<file path="src/rtl/ow_rst_pkg.sv">
package ow_rst_pkg;

    typedef enum logic [1:0] {
        SPD_STD  = 2'd0,
        SPD_OVD  = 2'd1,
        SPD_FLEX = 2'd2,
        SPD_ALT  = 2'd3
    } ow_speed_e;

    typedef enum logic [1:0] {
        RES_PRESENT = 2'd0,
        RES_ALARM   = 2'd1,
        RES_EMPTY   = 2'd2,
        RES_SHORT   = 2'd3
    } ow_result_e;

    typedef enum logic [2:0] {
        ST_IDLE,
        ST_RST_LOW,
        ST_SI_WAIT,
        ST_PD_WAIT,
        ST_RECHECK,
        ST_FILL,
        ST_REPORT
    } ow_state_e;

    typedef enum logic [2:0] {
        PH_LOW,
        PH_SI,
        PH_PD,
        PH_RECHK,
        PH_FILL
    } ow_phase_e;

    function automatic int unsigned umax(input int unsigned a, input int unsigned b);
        return (a > b) ? a : b;
    endfunction

endpackage

</file>
<file path="src/rtl/ow_rst_durations.sv">
module ow_rst_durations
    import ow_rst_pkg::*;
#(
    parameter int unsigned LOW_STD  = 512,
    parameter int unsigned LOW_OVD  = 64,
    parameter int unsigned SI_STD   = 8,
    parameter int unsigned SI_OVD   = 2,
    parameter int unsigned PD_STD   = 64,
    parameter int unsigned PD_OVD   = 8,
    parameter int unsigned FILL_STD = 512,
    parameter int unsigned FILL_OVD = 64,
    parameter int unsigned RECHECK  = 4096,
    parameter int unsigned CNT_W    = 13
) (
    input  ow_speed_e        speed_i,
    input  ow_phase_e        phase_i,
    output logic [CNT_W-1:0] limit_o
);

    // Overdrive is the only code with its own timing; all other codes
    // share the regular set.
    logic fast;
    assign fast = (speed_i == SPD_OVD);

    always_comb begin
        unique case (phase_i)
            PH_LOW:   limit_o = fast ? CNT_W'(LOW_OVD)  : CNT_W'(LOW_STD);
            PH_SI:    limit_o = fast ? CNT_W'(SI_OVD)   : CNT_W'(SI_STD);
            PH_PD:    limit_o = fast ? CNT_W'(PD_OVD)   : CNT_W'(PD_STD);
            PH_RECHK: limit_o = CNT_W'(RECHECK);
            PH_FILL:  limit_o = fast ? CNT_W'(FILL_OVD) : CNT_W'(FILL_STD);
            default:  limit_o = CNT_W'(LOW_STD);
        endcase
    end

endmodule

</file>
<file path="src/rtl/ow_rst_timer.sv">
module ow_rst_timer #(
    parameter int unsigned CNT_W = 13
) (
    input  logic             clk,
    input  logic             rst_n,
    input  logic             tick_i,
    input  logic             clr_i,
    input  logic [CNT_W-1:0] limit_i,
    output logic             expire_o
);

    logic [CNT_W-1:0] cnt_q;

    // Expires on the tick that completes the segment.
    assign expire_o = tick_i && (cnt_q == limit_i - CNT_W'(1));

    always_ff @(posedge clk or negedge rst_n) begin
        if (!rst_n) begin
            cnt_q <= '0;
        end else if (clr_i) begin
            cnt_q <= '0;
        end else if (tick_i) begin
            cnt_q <= cnt_q + CNT_W'(1);
        end
    end

    // the segment counter never runs past the limit picked for its phase
    a_r1_cnt_in_range: assert property (@(posedge clk) disable iff (!rst_n)
        cnt_q < limit_i);

endmodule

</file>
<file path="src/rtl/ow_reset_seq.sv">
module ow_reset_seq
    import ow_rst_pkg::*;
#(
    parameter int unsigned LOW_STD       = 512,
    parameter int unsigned LOW_OVD       = 64,
    parameter int unsigned SI_STD        = 8,
    parameter int unsigned SI_OVD        = 2,
    parameter int unsigned PD_STD        = 64,
    parameter int unsigned PD_OVD        = 8,
    parameter int unsigned FILL_STD      = 512,
    parameter int unsigned FILL_OVD      = 64,
    parameter int unsigned RECHECK_TICKS = 4096
) (
    input  logic       clk,
    input  logic       rst_n,
    input  logic       tick_us,
    input  logic       start,
    input  logic [1:0] speed,
    input  logic       bus_in,
    output logic       bus_pull_en,
    output logic       busy,
    output logic       done,
    output logic [1:0] result
);

    localparam int unsigned MAX_DUR = umax(umax(umax(LOW_STD, LOW_OVD), umax(FILL_STD, FILL_OVD)),
                                           umax(umax(SI_STD, SI_OVD), umax(umax(PD_STD, PD_OVD), RECHECK_TICKS)));
    localparam int unsigned CNT_W = $clog2(MAX_DUR + 1);

    ow_state_e        state_q, state_d;
    ow_speed_e        spd_q, spd_d;
    ow_result_e       res_q, res_d;
    ow_result_e       pend_q, pend_d;
    ow_phase_e        phase;
    logic [CNT_W-1:0] limit;
    logic             expire;
    logic             clr;

    // Phase selection for the duration table
    always_comb begin
        unique case (state_q)
            ST_RST_LOW: phase = PH_LOW;
            ST_SI_WAIT: phase = PH_SI;
            ST_PD_WAIT: phase = PH_PD;
            ST_RECHECK: phase = PH_RECHK;
            ST_FILL:    phase = PH_FILL;
            default:    phase = PH_LOW;
        endcase
    end

    ow_rst_durations #(
        .LOW_STD (LOW_STD),
        .LOW_OVD (LOW_OVD),
        .SI_STD  (SI_STD),
        .SI_OVD  (SI_OVD),
        .PD_STD  (PD_STD),
        .PD_OVD  (PD_OVD),
        .FILL_STD(FILL_STD),
        .FILL_OVD(FILL_OVD),
        .RECHECK (RECHECK_TICKS),
        .CNT_W   (CNT_W)
    ) u_dur (
        .speed_i(spd_q),
        .phase_i(phase),
        .limit_o(limit)
    );

    assign clr = expire || (state_q == ST_IDLE) || (state_q == ST_REPORT);

    ow_rst_timer #(
        .CNT_W(CNT_W)
    ) u_timer (
        .clk     (clk),
        .rst_n   (rst_n),
        .tick_i  (tick_us),
        .clr_i   (clr),
        .limit_i (limit),
        .expire_o(expire)
    );

    // Next-state and result decisions
    always_comb begin
        state_d = state_q;
        spd_d   = spd_q;
        res_d   = res_q;
        pend_d  = pend_q;
        unique case (state_q)
            ST_IDLE: begin
                if (start) begin
                    spd_d   = ow_speed_e'(speed);
                    state_d = ST_RST_LOW;
                end
            end
            ST_RST_LOW: begin
                if (expire) state_d = ST_SI_WAIT;
            end
            ST_SI_WAIT: begin
                if (expire) state_d = bus_in ? ST_PD_WAIT : ST_RECHECK;
            end
            ST_PD_WAIT: begin
                if (expire) begin
                    pend_d  = bus_in ? RES_EMPTY : RES_PRESENT;
                    state_d = ST_FILL;
                end
            end
            ST_RECHECK: begin
                if (expire) begin
                    if (bus_in) begin
                        pend_d  = RES_ALARM;
                        state_d = ST_FILL;
                    end else begin
                        res_d   = RES_SHORT;
                        state_d = ST_REPORT;
                    end
                end
            end
            ST_FILL: begin
                if (expire) begin
                    res_d   = pend_q;
                    state_d = ST_REPORT;
                end
            end
            ST_REPORT: begin
                state_d = ST_IDLE;
            end
            default: state_d = ST_IDLE;
        endcase
    end

    // State register
    always_ff @(posedge clk or negedge rst_n) begin
        if (!rst_n) begin
            state_q <= ST_IDLE;
            spd_q   <= SPD_STD;
            res_q   <= RES_PRESENT;
            pend_q  <= RES_PRESENT;
        end else begin
            state_q <= state_d;
            spd_q   <= spd_d;
            res_q   <= res_d;
            pend_q  <= pend_d;
        end
    end

    // Outputs
    always_comb begin
        bus_pull_en = (state_q == ST_RST_LOW);
        busy        = (state_q != ST_IDLE);
        done        = (state_q == ST_REPORT);
        result      = res_q;
    end

    // done is a single-cycle strobe
    a_r10_done_pulse: assert property (@(posedge clk) disable iff (!rst_n)
        done |=> !done);

    // result only moves together with done
    a_r10_result_hold: assert property (@(posedge clk) disable iff (!rst_n)
        !$stable(result) |-> done);

    // the pull-down only begins after a start request
    a_r1_pull_after_start: assert property (@(posedge clk) disable iff (!rst_n)
        $rose(bus_pull_en) |-> $past(start));

    // the pull-down is released only on a tick boundary
    a_r1_release_on_tick: assert property (@(posedge clk) disable iff (!rst_n)
        $fell(bus_pull_en) |-> $past(tick_us));

    // a start while busy never launches a new low phase
    a_r9_no_restart: assert property (@(posedge clk) disable iff (!rst_n)
        (busy && start) |=> !$rose(bus_pull_en));

    // a short is reported straight from the recheck, without fill
    a_r6_short_direct: assert property (@(posedge clk) disable iff (!rst_n)
        (done && result == RES_SHORT) |-> $past(state_q) == ST_RECHECK);

    // every other outcome is reported only after the fill period
    a_r4_fill_first: assert property (@(posedge clk) disable iff (!rst_n)
        (done && result != RES_SHORT) |-> $past(state_q) == ST_FILL);

endmodule

</file>
<file path="config.mk">
export PLATFORM = sky130hd
export DESIGN_NAME = ow_reset_seq
export DESIGN_NICKNAME = d
export VERILOG_FILES = /design/src/rtl/ow_rst_pkg.sv /design/src/rtl/ow_rst_durations.sv /design/src/rtl/ow_rst_timer.sv /design/src/rtl/ow_reset_seq.sv
export SDC_FILE = /design/constraint.sdc
export NUM_CORES = 1
export LEC_CHECK = 0
export ABC_AREA = 1
export ABC_CLOCK_PERIOD_IN_PS = 6750
export BUFFER_PORTS_ARGS = -buffer_cell sky130_fd_sc_hd__buf_2
export CORE_MARGIN = 4
export CORE_UTILIZATION = 63
export CTS_CLUSTER_SIZE = 25
export DETAILED_ROUTE_END_ITERATION = 8
export GPL_TIMING_DRIVEN = 0
export MAX_ROUTING_LAYER = met4
export PLACE_DENSITY_LB_ADDON = 0.08
export SLEW_MARGIN = 10
export SYNTH_ARGS = -nofsm -noshare
export SYNTH_HDL_FRONTEND = slang
export SYNTH_SLANG_ARGS = --single-unit
</file>
<file path="constraint.sdc">
create_clock -name clk -period 6.75 [get_ports clk]
set_clock_uncertainty 0.05 [all_clocks]
set_input_delay 1.0125 -clock clk [delete_from_list [all_inputs] [get_ports clk]]
set_output_delay 1.0125 -clock clk [all_outputs]
set_load 0.005 [all_outputs]
</file>
==> results.txt, run 1 <==
The tree is rooted in a clkbuf_4. Dividing the detail-routed via count by the number of cells gives 5.24. The cell area that synthesis handed to floorplanning was 0.00141 mm².

Endpoint class of the critical path: a register. After detailed placement, the total cell area comes to 0.00150 mm². The clock passes through at most 2 buffers. Global routing used 20.6% of the available tracks. After clock tree synthesis, the repair step resized 0 gates. At the end of routability-driven placement, the weighted congestion stood at 0.877. The tools report the sequential cell area fraction in the yosys report as 39.1%. Die span in y: 55.3 µm. The most used flip-flop cell after synthesis was dfrtp_1. Yosys instantiated no cell more often than nand2_1. The relative slew slack is 67.0%, and the first-pass GRT wire length is 5020 µm. The run gives 0.00306 mm² as the die footprint.

The number of setup buffers added after CTS was 0. The run gives 0 as the number of remaining DRC errors. Data on the critical path is required at its endpoint by 6.91 ns.

The number of violations of the max-capacitance limit is 0, and the total of buffers placed on input and output ports is 11. Sorting the synthesized cells by how often they occur yields nand2_1, nor2_1, inv_1, dfrtp_1, nand3_1. Summed over all layers, the routed wires come to 2780 µm. The die is 55.3 µm wide.

The number of buffers created by CTS came out at 3. The analysis attributes to cell leakage a power of 0.812 nW. The number of synthesis warnings was 0; the transition time of the tightest slew-check pin was 0.496 ns.

The worst register-to-register path has a depth of 17. The number of placed instances with taps included was 234. Once layout is done, the placed cells without fillers occupy 0.00153 mm². The flow ran to the end, and the final reports show no timing, DRC or antenna violations. Based on the critical path, the design can be clocked at up to 363 MHz. Post-synthesis net count: 206.

The HPWL after detailed placement is 2170 µm. For the worst setup path, the data arrival time is 2.91 ns. Excluding fillers, the count of instances in the completed layout stands at 238.

Final hold violation count: 0. The logs give 4 for the number of optimization iterations in the first detailed-route pass and 69.0% for the initial cell density of the core. The tools report the core footprint as 0.00204 mm².

The largest total area in the synthesized netlist belongs to dfrtp_1. Summed over its instances, the top area cell type makes up 39.1% of the synthesized netlist area. The synthesized design contains 0 enable-type register cells. The floorplan has 16 rows. For this run the aggregate overflow at the end of global routing stands at 0. For this run, the post-layout net count is 222.

For this design the ratio of total power to cell area is 357 mW/mm². The logs give 1220 for the number of global-route vias before repair and 196 for the number of instances in the synthesized netlist. The minimum clock period was 2.75 ns; the count of different cell masters after synthesis was 25. For the final routed database, the setup TNS stands at 0 ns. The tools report the maximum resistive drop on vdd as 245 µV. Along the worst path, the maximum fanout reaches 10. Setup repair after global routing left no endpoint under its margin. In the synthesized netlist the async set-or-reset flop fraction comes to 100%. The first routing iteration left 38 violations. TritonCTS built the clock tree. The worst hold path passes through 2 cells. Counting flops and latches in the post-synthesis netlist gives 22. In the final layout, the share of cells above drive strength 1 is 15.2%. The initial antenna violation count was 0; the synthesized area divided by synthesized cell count was 7.19 µm². After clock tree synthesis, the clock-pin slew on the worst setup and hold paths is 0.12 ns. Critical path class: reg -> reg.

Class of the tightest hold or removal check: reg -> reg. At the later pin of the worst-skew pair, clock insertion delay measures 0.31 ns. The tools report the number of antenna diodes as 0. The TritonCTS sink count was 22; the number of H-tree levels was 1. For this design, the CTS-stage hold fixing added 0 buffers. The final max-slew violation count is 0, and the final cycle utilization of the critical path is 40.8%.

Cells fill 75.1% of the core in the end. Setup violations remaining at the end of the flow were counted as 0. Once detail routing completed, the nets flagged for antenna violations numbered 0. Across all layers, the routed design uses 1247 vias. By area the synthesized netlist is led by dfrtp_1, nand2_1, nor2_1.

After detailed routing, the average wire length per cell comes to 11.7 µm. Entering global routing, the biggest net connects 23 pins. The area growth from synthesis to layout is 8.88%.

During I/O placement, the number of pins put on the boundary was 12. The worst setup path is launched from a register.
layout make-up:
type	count	area, µm²
Multi-Input combinational cell	148	753
Sequential cell	22	551
Fill cell	174	508
Inverter	25	93.8
Timing Repair Buffer	11	55.1
Clock buffer	4	36.3
Tap cell	27	33.8
Buffer	1	11.3
per-layer routing:
metal,global-route usage (%),wire length [µm]
met1,25.9,1280
met2,33.3,1370
met3,2.33,94
met4,9.03,44
met5,-,0
placed cells by master (no fill, tap or decap), types with 3 or more instances in the layout:
cell type	netlist	layout
nand2_2	3	3
dfrtp_1	22	22
nand2_1	56	56
nor2_2	6	6
a21oi_1	5	5
nor2_1	28	28
ha_1	3	3
xnor2_1	4	4
inv_1	23	23
nor3_1	3	3
clkbuf_4	0	3
nand3_1	16	16
buf_2	0	11
o21ai_0	6	6
xor2_1	7	7
stage by stage:
stage	hold WS (ns)	setup WS, ns	power, mW
finish	0.433	4.00	0.547
global route	0.471	3.73	0.602
CTS	0.441	4.04	0.547
detailed placement	0.411	4.07	0.473
global placement	0.399	4.12	0.458
floorplan	0.403	4.38	0.407
critical path, cell delays in order, from the launching register on:
cell and delay [ns]:
dfrtp_1 0.49, inv_2 0.11, nand2_2 0.09, nor2_2 0.17, nand2_1 0.10, ha_1 0.25
ha_1 0.32, inv_1 0.06, nand2_1 0.04, nand2_1 0.07, nand3_1 0.06, nor2_1 0.14
nand3_1 0.10, nor2_2 0.12, nand3_2 0.14, nand3b_4 0.13, buf_6 0.16, nor2_1 0.05
sequential cells by signal (all words and copies together) (netlist names):
| signal | cells |
|---|---|
| u_timer.cnt_q | 13 |
| state_q | 3 |
| pend_q | 2 |
| result | 2 |
| spd_q | 2 |
where the power goes:
group          leakage (nW)  switching, mW  total, mW  internal [mW]
clock network        0.0210         0.0415     0.0745         0.0330
registers             0.291         0.0283      0.182          0.153
logic                 0.500          0.182      0.291          0.108
total                 0.812          0.252      0.547          0.295
cells by family (layout without fill, tap and decap cells):
family,after synthesis,in the layout,synth area share [%]
buffers and inverters,26,41,7.46
muxes,2,2,1.51
DFF,22,22,39.1
AOI/OAI and AO/OA,14,14,5.42
adders and majority gates,3,3,2.66
and+or+nand+nor,118,118,37.0
xor gates and xnor gates,11,11,6.84
worst paths after layout:
check	from	to	slack, ns
max	state_q[2]	u_timer.cnt_q[3]	4.00
min	result[1]	result[1]	0.43
max reg2reg	state_q[2]	u_timer.cnt_q[3]	4.00
min reg2reg	result[1]	result[1]	0.43
max in group asynchronous	rst_n	pend_q[1]	5.72
min in group asynchronous	rst_n	u_timer.cnt_q[11]	0.59
No activity file was read; power rests on OpenSTA's default activity.
==> run 2, diff against run 1 <==
ABC_CLOCK_PERIOD_IN_PS = 2500   (was 6750)
CORE_UTILIZATION = 53   (was 63)
clock period = 2.5 ns   (was 6.75 ns; I/O delays follow)
==> results.txt, run 2 (synthesized netlist as in run 1, its figures left out) <==
The class of the tightest hold or removal check was in -> reg (was reg -> reg). The run gives 3220 µm (was 2780 µm) as the overall routed net length. Number of buffers created by CTS: 3 (unchanged). The number of flip-flops in the largest register came out at 13 (unchanged).

TritonCTS built the clock tree. The aggregate global-route resource usage was 17.6% (was 20.6%). The number of vias after detailed routing is 1345 (was 1247), and the detailed-route wire length per cell is 12.7 µm (was 11.7 µm). The fraction of final layout cells sized beyond drive strength 1 is 29.0% (was 15.2%). The DRC violation total after the first TritonRoute iteration is 68 (was 38), and the multi-input combinational cell area is 848 µm² (was 753 µm²).

For the final hold violation count, the log shows 0 (unchanged). The floorplan row count came out at 18 (was 16). For the maximum resistive drop on vdd, the log shows 818 µV (was 245 µV).

The cell class contributing the biggest share of worst-path delay was simple AND/OR/NAND/NOR gates (unchanged). Placer's final routability congestion estimate: 0.915 (was 0.877). For the arrival time reported for the critical path endpoint, the log shows 2.68 ns (was 2.91 ns). Largest registers: u_timer.cnt_q x13, state_q x3 (unchanged). The worst path buffer plus inverter count is 3 (unchanged). The maximum cell stage delay along the critical path is 0.45 ns (was 0.49 ns), and the filler cell count is 195 (was 174). The tools report the remaining global-route overflow as 0 (unchanged). The total of buffers placed on input and output ports came out at 11 (unchanged). The tools report the initial antenna violation count as 0 (unchanged). The number of H-tree levels is 1 (unchanged), and the die footprint is 0.00355 mm² (was 0.00306 mm²). The worst-path cell with the longest stage delay is dfrtp_2 (was dfrtp_1). The total power of the final layout is 1.93 mW (was 0.547 mW). The logs give 0 (unchanged) for the number of remaining DRC errors and 0 (unchanged) for the number of violations of the max-capacitance limit. The critical path class was reg -> reg (unchanged). Initial cell density of the core: 56.4% (was 69.0%). Leading cell type in the layout, fill and taps excluded: nand2_1 (unchanged).

Maximum clock rate: 397 MHz (was 363 MHz). The design area was 0.00176 mm² (was 0.00153 mm²). Setup repair after global routing could not meet its margin everywhere. The transition time of the tightest slew-check pin was 0.491 ns (was 0.496 ns); the final cycle utilization of the critical path was 101% (was 40.8%). The logs give 22 (unchanged) for the TritonCTS sink count and 1185 (was 1220) for the number of global-route vias before repair. The top register by number of flip-flops is u_timer.cnt_q (unchanged). For the count of boundary I/O pins, the log shows 12 (unchanged).

The tools report the endpoint class of the critical path as a register (unchanged). Sequential standard cell area: 554 µm² (was 551 µm²). The flow ran to the end, but the final reports show violations. For the later-pin clock latency in the skew report, the log shows 0.31 ns (about the same). The logs give 0.896 nW (was 0.812 nW) for the leakage power and 0 (unchanged) for the post-detailed-route count of antenna-violating nets.

The die span in y is 59.6 µm (was 55.3 µm). The checks that failed: setup timing. The root buffer selected by CTS is clkbuf_4 (unchanged).

Per-cell via count in the routed design: 5.30 (was 5.24). The run gives 5 (was 0) as the number of endpoints failing setup at the final stage. The run gives 0.00150 mm² (about the same) as the total placed instance area. Largest net degree at the start of global routing: 23 (unchanged). For the layout net count, the log shows 235 (was 222).

The maximum buffer depth of the clock tree came out at 2 (unchanged). For the relative slew slack, the log shows 67.3% (was 67.0%). The detailed-placement wirelength estimate is 2120 µm (was 2170 µm). The run gives 2.66 ns (was 6.91 ns) as the critical path required time. The clock-pin transition on the worst setup and hold timing paths works out to 0.13 ns (was 0.12 ns). CP cell instances: inv_2, nand2_4, nor2_4, nand2_2, ha_4, ha_4, inv_1, nand2_1, nand2_2, nand3_2, nor2_1, nand3_1, nor2_2, nand3_2, nand3b_4, clkbuf_16, nor2_1 (was inv_2, nand2_2, nor2_2, nand2_1, ha_1, ha_1, inv_1, nand2_1, nand2_1, nand3_1, nor2_1, nand3_1, nor2_2, nand3_2, nand3b_4, buf_6, nor2_1). Most frequent cells in the layout: nand2_1, nor2_1, inv_1 (unchanged). The final max-slew violation count was 0 (unchanged); the number of optimization iterations in the first detailed-route pass was 4 (unchanged).

The width of the die is 59.6 µm (was 55.3 µm), and the final worst-path setup slack is -0.0189 ns (was 4.00 ns). Areal power density over the cells: 1090 mW/mm² (was 357 mW/mm²). The number of antenna diodes is 0 (unchanged), and the minimum clock period is 2.52 ns (was 2.75 ns). The critical-path maximum fanout came out at 5 (was 10). The tools report the startpoint type of the worst setup path as a register (unchanged).

The core footprint is 0.00250 mm² (was 0.00204 mm²). The area added between synthesis and finish was 25.0% (was 8.88%); the first-pass GRT wire length was 4710 µm (was 5020 µm).
run 2: cell types whose count changed in the layout (fill, tap and decap cells not counted), moves of 3 or more:
| cell | previous run | this run |
|---|---|---|
| buf_4 | 0 | 11 |
| nand2_1 | 56 | 48 |
| nand2_2 | 3 | 7 |
| nand2_4 | 0 | 4 |
| dfrtp_1 | 22 | 19 |
| dfrtp_2 | 0 | 3 |
| inv_1 | 23 | 20 |
run 2: layout make-up:
| type | count | share of cell area, % |
|---|---|---|
| Sequential cell | 22 | 31.5 |
| Timing Repair Buffer | 24 | 9.81 |
| Tap cell | 30 | 2.13 |
| Inverter | 25 | 5.47 |
| Buffer | 1 | 0.853 |
| Multi-Input combinational cell | 148 | 48.2 |
| Clock buffer | 4 | 2.06 |
run 2: worst paths after layout:
path	startpoint	end	slack [ns]	depth (start not counted)
setup / recovery	state_q[2]	u_timer.cnt_q[6]	-0.02	17
hold / removal	speed[0]	spd_q[0]	0.24	2
setup reg to reg	state_q[2]	u_timer.cnt_q[6]	-0.02	17
hold reg to reg	result[0]	result[0]	0.44	2
max in group asynchronous	rst_n	state_q[1]	1.56	2
min in group asynchronous	rst_n	u_timer.cnt_q[10]	0.49	2
run 2: routing by layer:
metal	vias up	wire (µm)	track usage [%]
met2	42	1580	30.1
met5	-	0	-
met1	624	1410	21.7
met4	0	70	5.06
li1	669	-	-
met3	10	166	1.96
run 2: stage by stage:
stage	std cells	util [%]	TNS, ns	hold slack [ns]	setup slack [ns]
detailed placement	237	60.1	-2.93	0.319	-0.199
finish	254	70.4	-0.0587	0.238	-0.0189
global route	254	70.4	-1.76	0.251	-0.135
floorplan	196	-	0	0.0294	0.132
global placement	237	60.1	-2.02	0.307	-0.153
CTS	245	64.0	0	0.247	0.00980
run 2: repair_timing:
action                                 in CTS  in global routing
setup buffers                               3                  8
hold buffers                                1                  0
setup endpoints to repair                  20                 20
gates resized for setup                     8                 24
pin swaps                                   2                 12
endpoints found under the hold margin      22                  0
gates cloned                                0                  1
run 2: power breakdown:
part / total, mW / internal [mW] / leakage (nW) / switching (mW)
Combinational: 1.22 / 0.553 / 0.588 / 0.671
Clock: 0.198 / 0.0890 / 0.0210 / 0.109
Sequential: 0.504 / 0.419 / 0.287 / 0.0845
==> run 3, diff against run 2 <==
BUFFER_PORTS_ARGS = unset   (was -buffer_cell sky130_fd_sc_hd__buf_2)
CORE_UTILIZATION = 56   (was 53)
DONT_BUFFER_PORTS = 1   (was unset)
TNS_END_PERCENT = 100   (was unset)
==> results.txt, run 3 (synthesized netlist as in run 1, its figures left out) <==
The flow ran to the end, but the final reports show violations. Failing checks: setup timing (unchanged). The post-route worst hold slack is 0.138 ns (was 0.238 ns). The final cycle utilization of the critical path works out to 104% (was 101%).

The worst-path cell with the longest stage delay is dfrtp_2 (unchanged). The tools report the arrival time reported for the critical path endpoint as 2.76 ns (was 2.68 ns). The logs give -0.11 ns (was -0.02 ns) for the register-to-register setup slack and 0 (unchanged) for the post-detailed-route count of antenna-violating nets.

The core footprint is 0.00230 mm² (was 0.00250 mm²), and the initial antenna violation count is 0 (unchanged). The DRC violation total after the first TritonRoute iteration came out at 95 (was 68). The die footprint is 0.00338 mm² (was 0.00355 mm²).

The logs give 5520 µm (was 4710 µm) for the first-pass GRT wire length and 17 (was 18) for the floorplan row count. The class of the tightest hold or removal check was in -> reg (unchanged). CP cell instances: nand2_2, o21ai_2, o21ai_2, ha_2, ha_4, nand2_2, nand2_2, nand3_2, nor2_2, nand3_2, nor2_4, nand3_4, nand3b_4, buf_12, buf_16, nor2_2 (was inv_2, nand2_4, nor2_4, nand2_2, ha_4, ha_4, inv_1, nand2_1, nand2_2, nand3_2, nor2_1, nand3_1, nor2_2, nand3_2, nand3b_4, clkbuf_16, nor2_1). In this design, the critical path's most frequently occurring cell is nand2_2. The run gives 0 (unchanged) as the number of remaining DRC errors.

The final max-slew violation count is 0 (unchanged), and the number of violations of the max-capacitance limit is 0 (unchanged). The aggregate global-route resource usage came out at 22.2% (was 17.6%). The depth of the worst register-to-register path came out at 16 (was 17). The tools report the maximum buffer depth of the clock tree as 2 (unchanged). The TritonCTS sink count is 22 (unchanged). The startpoint of the most critical setup path was state_q[0] (was state_q[2]). The number of vias after detailed routing is 1344 (was 1345), and the number of global-route vias before repair is 1265 (was 1185). For the number of standard cells in the final layout excluding fillers, the log shows 241 (was 254). Setup repair after global routing could not meet its margin everywhere. The placer's final routability congestion estimate was 0.874 (was 0.915); the layout net count was 225 (was 235). The final worst-path setup slack is -0.109 ns (was -0.0189 ns), and the maximum cell stage delay along the critical path is 0.50 ns (was 0.45 ns). The endpoint class of the critical path was a register (unchanged). The minimum clock period is 2.61 ns (was 2.52 ns). Most frequent cells in the layout: nand2_1, inv_1, dfrtp_1 (was nand2_1, nor2_1, inv_1).

The number of H-tree levels is 1 (unchanged). End of the critical path: u_timer.cnt_q[2] (was u_timer.cnt_q[6]). The total of buffers placed on input and output ports works out to 0 (was 11). The tools report the start of the worst register-to-register path as state_q[0] (was state_q[2]). The fraction of final layout cells sized beyond drive strength 1 is 31.0% (was 29.0%). The leading cell type in the layout, fill and taps excluded is nand2_1 (unchanged).

The maximum clock rate came out at 383 MHz (was 397 MHz). The detailed-route wire length per cell came out at 14.7 µm (was 12.7 µm). The top register by number of flip-flops is u_timer.cnt_q (unchanged).

The critical-path maximum fanout is 7 (was 5), and the largest net degree at the start of global routing is 23 (unchanged). The critical path class is reg -> reg (unchanged). The number of placed instances with taps included was 224 (was 237); the area added between synthesis and finish was 25.1% (was 25.0%).

Transition time of the tightest slew-check pin: 0.980 ns (was 0.491 ns). Root buffer selected by CTS: clkbuf_4 (unchanged). Maximum resistive drop on vdd: 832 µV (was 818 µV). The leakage power was 0.850 nW (was 0.896 nW). The clock-pin transition on the worst setup and hold timing paths came out at 0.12 ns (was 0.13 ns). The number of optimization iterations in the first detailed-route pass came out at 5 (was 4). The tools report the number of endpoints failing setup at the final stage as 17 (was 5). TritonCTS built the clock tree.

The width of the die came out at 58.2 µm (was 59.6 µm). Largest registers: u_timer.cnt_q x13, state_q x3 (unchanged). For the critical path required time, the log shows 2.65 ns (was 2.66 ns). The startpoint type of the worst setup path is a register (unchanged).

The detailed-placement wirelength estimate is 2140 µm (was 2120 µm). The overall routed net length was 3530 µm (was 3220 µm); the die span in y was 58.2 µm (was 59.6 µm). The tools report the initial cell density of the core as 61.3% (was 56.4%). The per-cell via count in the routed design was 5.58 (was 5.30); the relative slew slack was 34.4% (was 67.3%). The number of buffers created by CTS was 3 (unchanged); the areal power density over the cells was 1120 mW/mm² (was 1090 mW/mm²). The later-pin clock latency in the skew report was 0.32 ns (was 0.31 ns); the number of flip-flops in the largest register was 13 (unchanged). The tools report the total power of the final layout as 1.98 mW (was 1.93 mW). The capture point of the worst reg-to-reg path is u_timer.cnt_q[2] (was u_timer.cnt_q[6]). Number of antenna diodes: 0 (unchanged). The count of boundary I/O pins is 12 (unchanged). The logs give 0 (unchanged) for the remaining global-route overflow and 0 (unchanged) for the final hold violation count.
==> run 3: timing repair <==
action / CTS / global route
endpoints found under the setup margin: 19 / 20
pin swaps: 4 / 15
hold buffers: 1 / 0
setup buffers: 9 / 5
gates resized for setup: 16 / 38
cloned: 1 / 0
hold endpoints to repair: 22 / 0
==> run 3: worst min-delay path by stage <==
| stage | start | end | slack [ns] | cells after the start |
|---|---|---|---|---|
| finish | bus_in | pend_q[1] | 0.14 | 2 |
| global route | bus_in | pend_q[1] | 0.12 | 2 |
| CTS | speed[0] | spd_q[0] | 0.15 | 1 |
| detailed placement | rst_n | u_timer.cnt_q[7] | 0.03 | 0 |
| global placement | rst_n | u_timer.cnt_q[7] | 0.03 | 0 |
| floorplan | rst_n | pend_q[0] | 0.03 | 0 |
==> run 3: cell type report <==
class                   count  area, µm²
repair buffers             15        166
fillers                   155        534
inverters                  25       98.8
multi-input cells         148        886
flip-flops and latches     22        554
well taps                  28       35.0
clock buffers               3       22.5
==> run 3: power breakdown <==
| part | internal (mW) | total, mW | leakage (nW) | switching (mW) |
|---|---|---|---|---|
| Sequential | 0.419 | 0.505 | 0.287 | 0.0859 |
| Combinational | 0.567 | 1.31 | 0.549 | 0.743 |
| Clock | 0.0564 | 0.162 | 0.0138 | 0.105 |
==> run 3: routing by layer <==
layer | vias up | track usage [%] | share of wire, %
met5 | - | - | 0
met4 | 0 | 10.6 | 4.2
met3 | 18 | 5.57 | 7.1
met2 | 65 | 34.8 | 49
met1 | 611 | 26.4 | 39
li1 | 650 | - | -
==> run 3: metrics by stage <==
stage / worst slack, ns / cell area, µm² / TNS, ns / utilization [%]
final: -0.109 / 1760 / -0.940 / 76.7
after global routing: -0.234 / 1760 / -3.60 / 76.7
after CTS: -0.0223 / 1620 / -0.114 / 70.6
after detailed placement: -0.180 / 1440 / -2.42 / 62.9
after global placement: -0.144 / 1440 / -1.89 / 62.9
after floorplan: 0.132 / 1410 / 0 / -
==> run 3: worst max-delay path, delay by kind of cell (launching register included) <==
family / cells / cell delay [ns]
simple gates: 10 / 0.99
flops: 1 / 0.50
fa+ha+maj: 2 / 0.49
compound gates: 2 / 0.23
buf+inv: 2 / 0.22
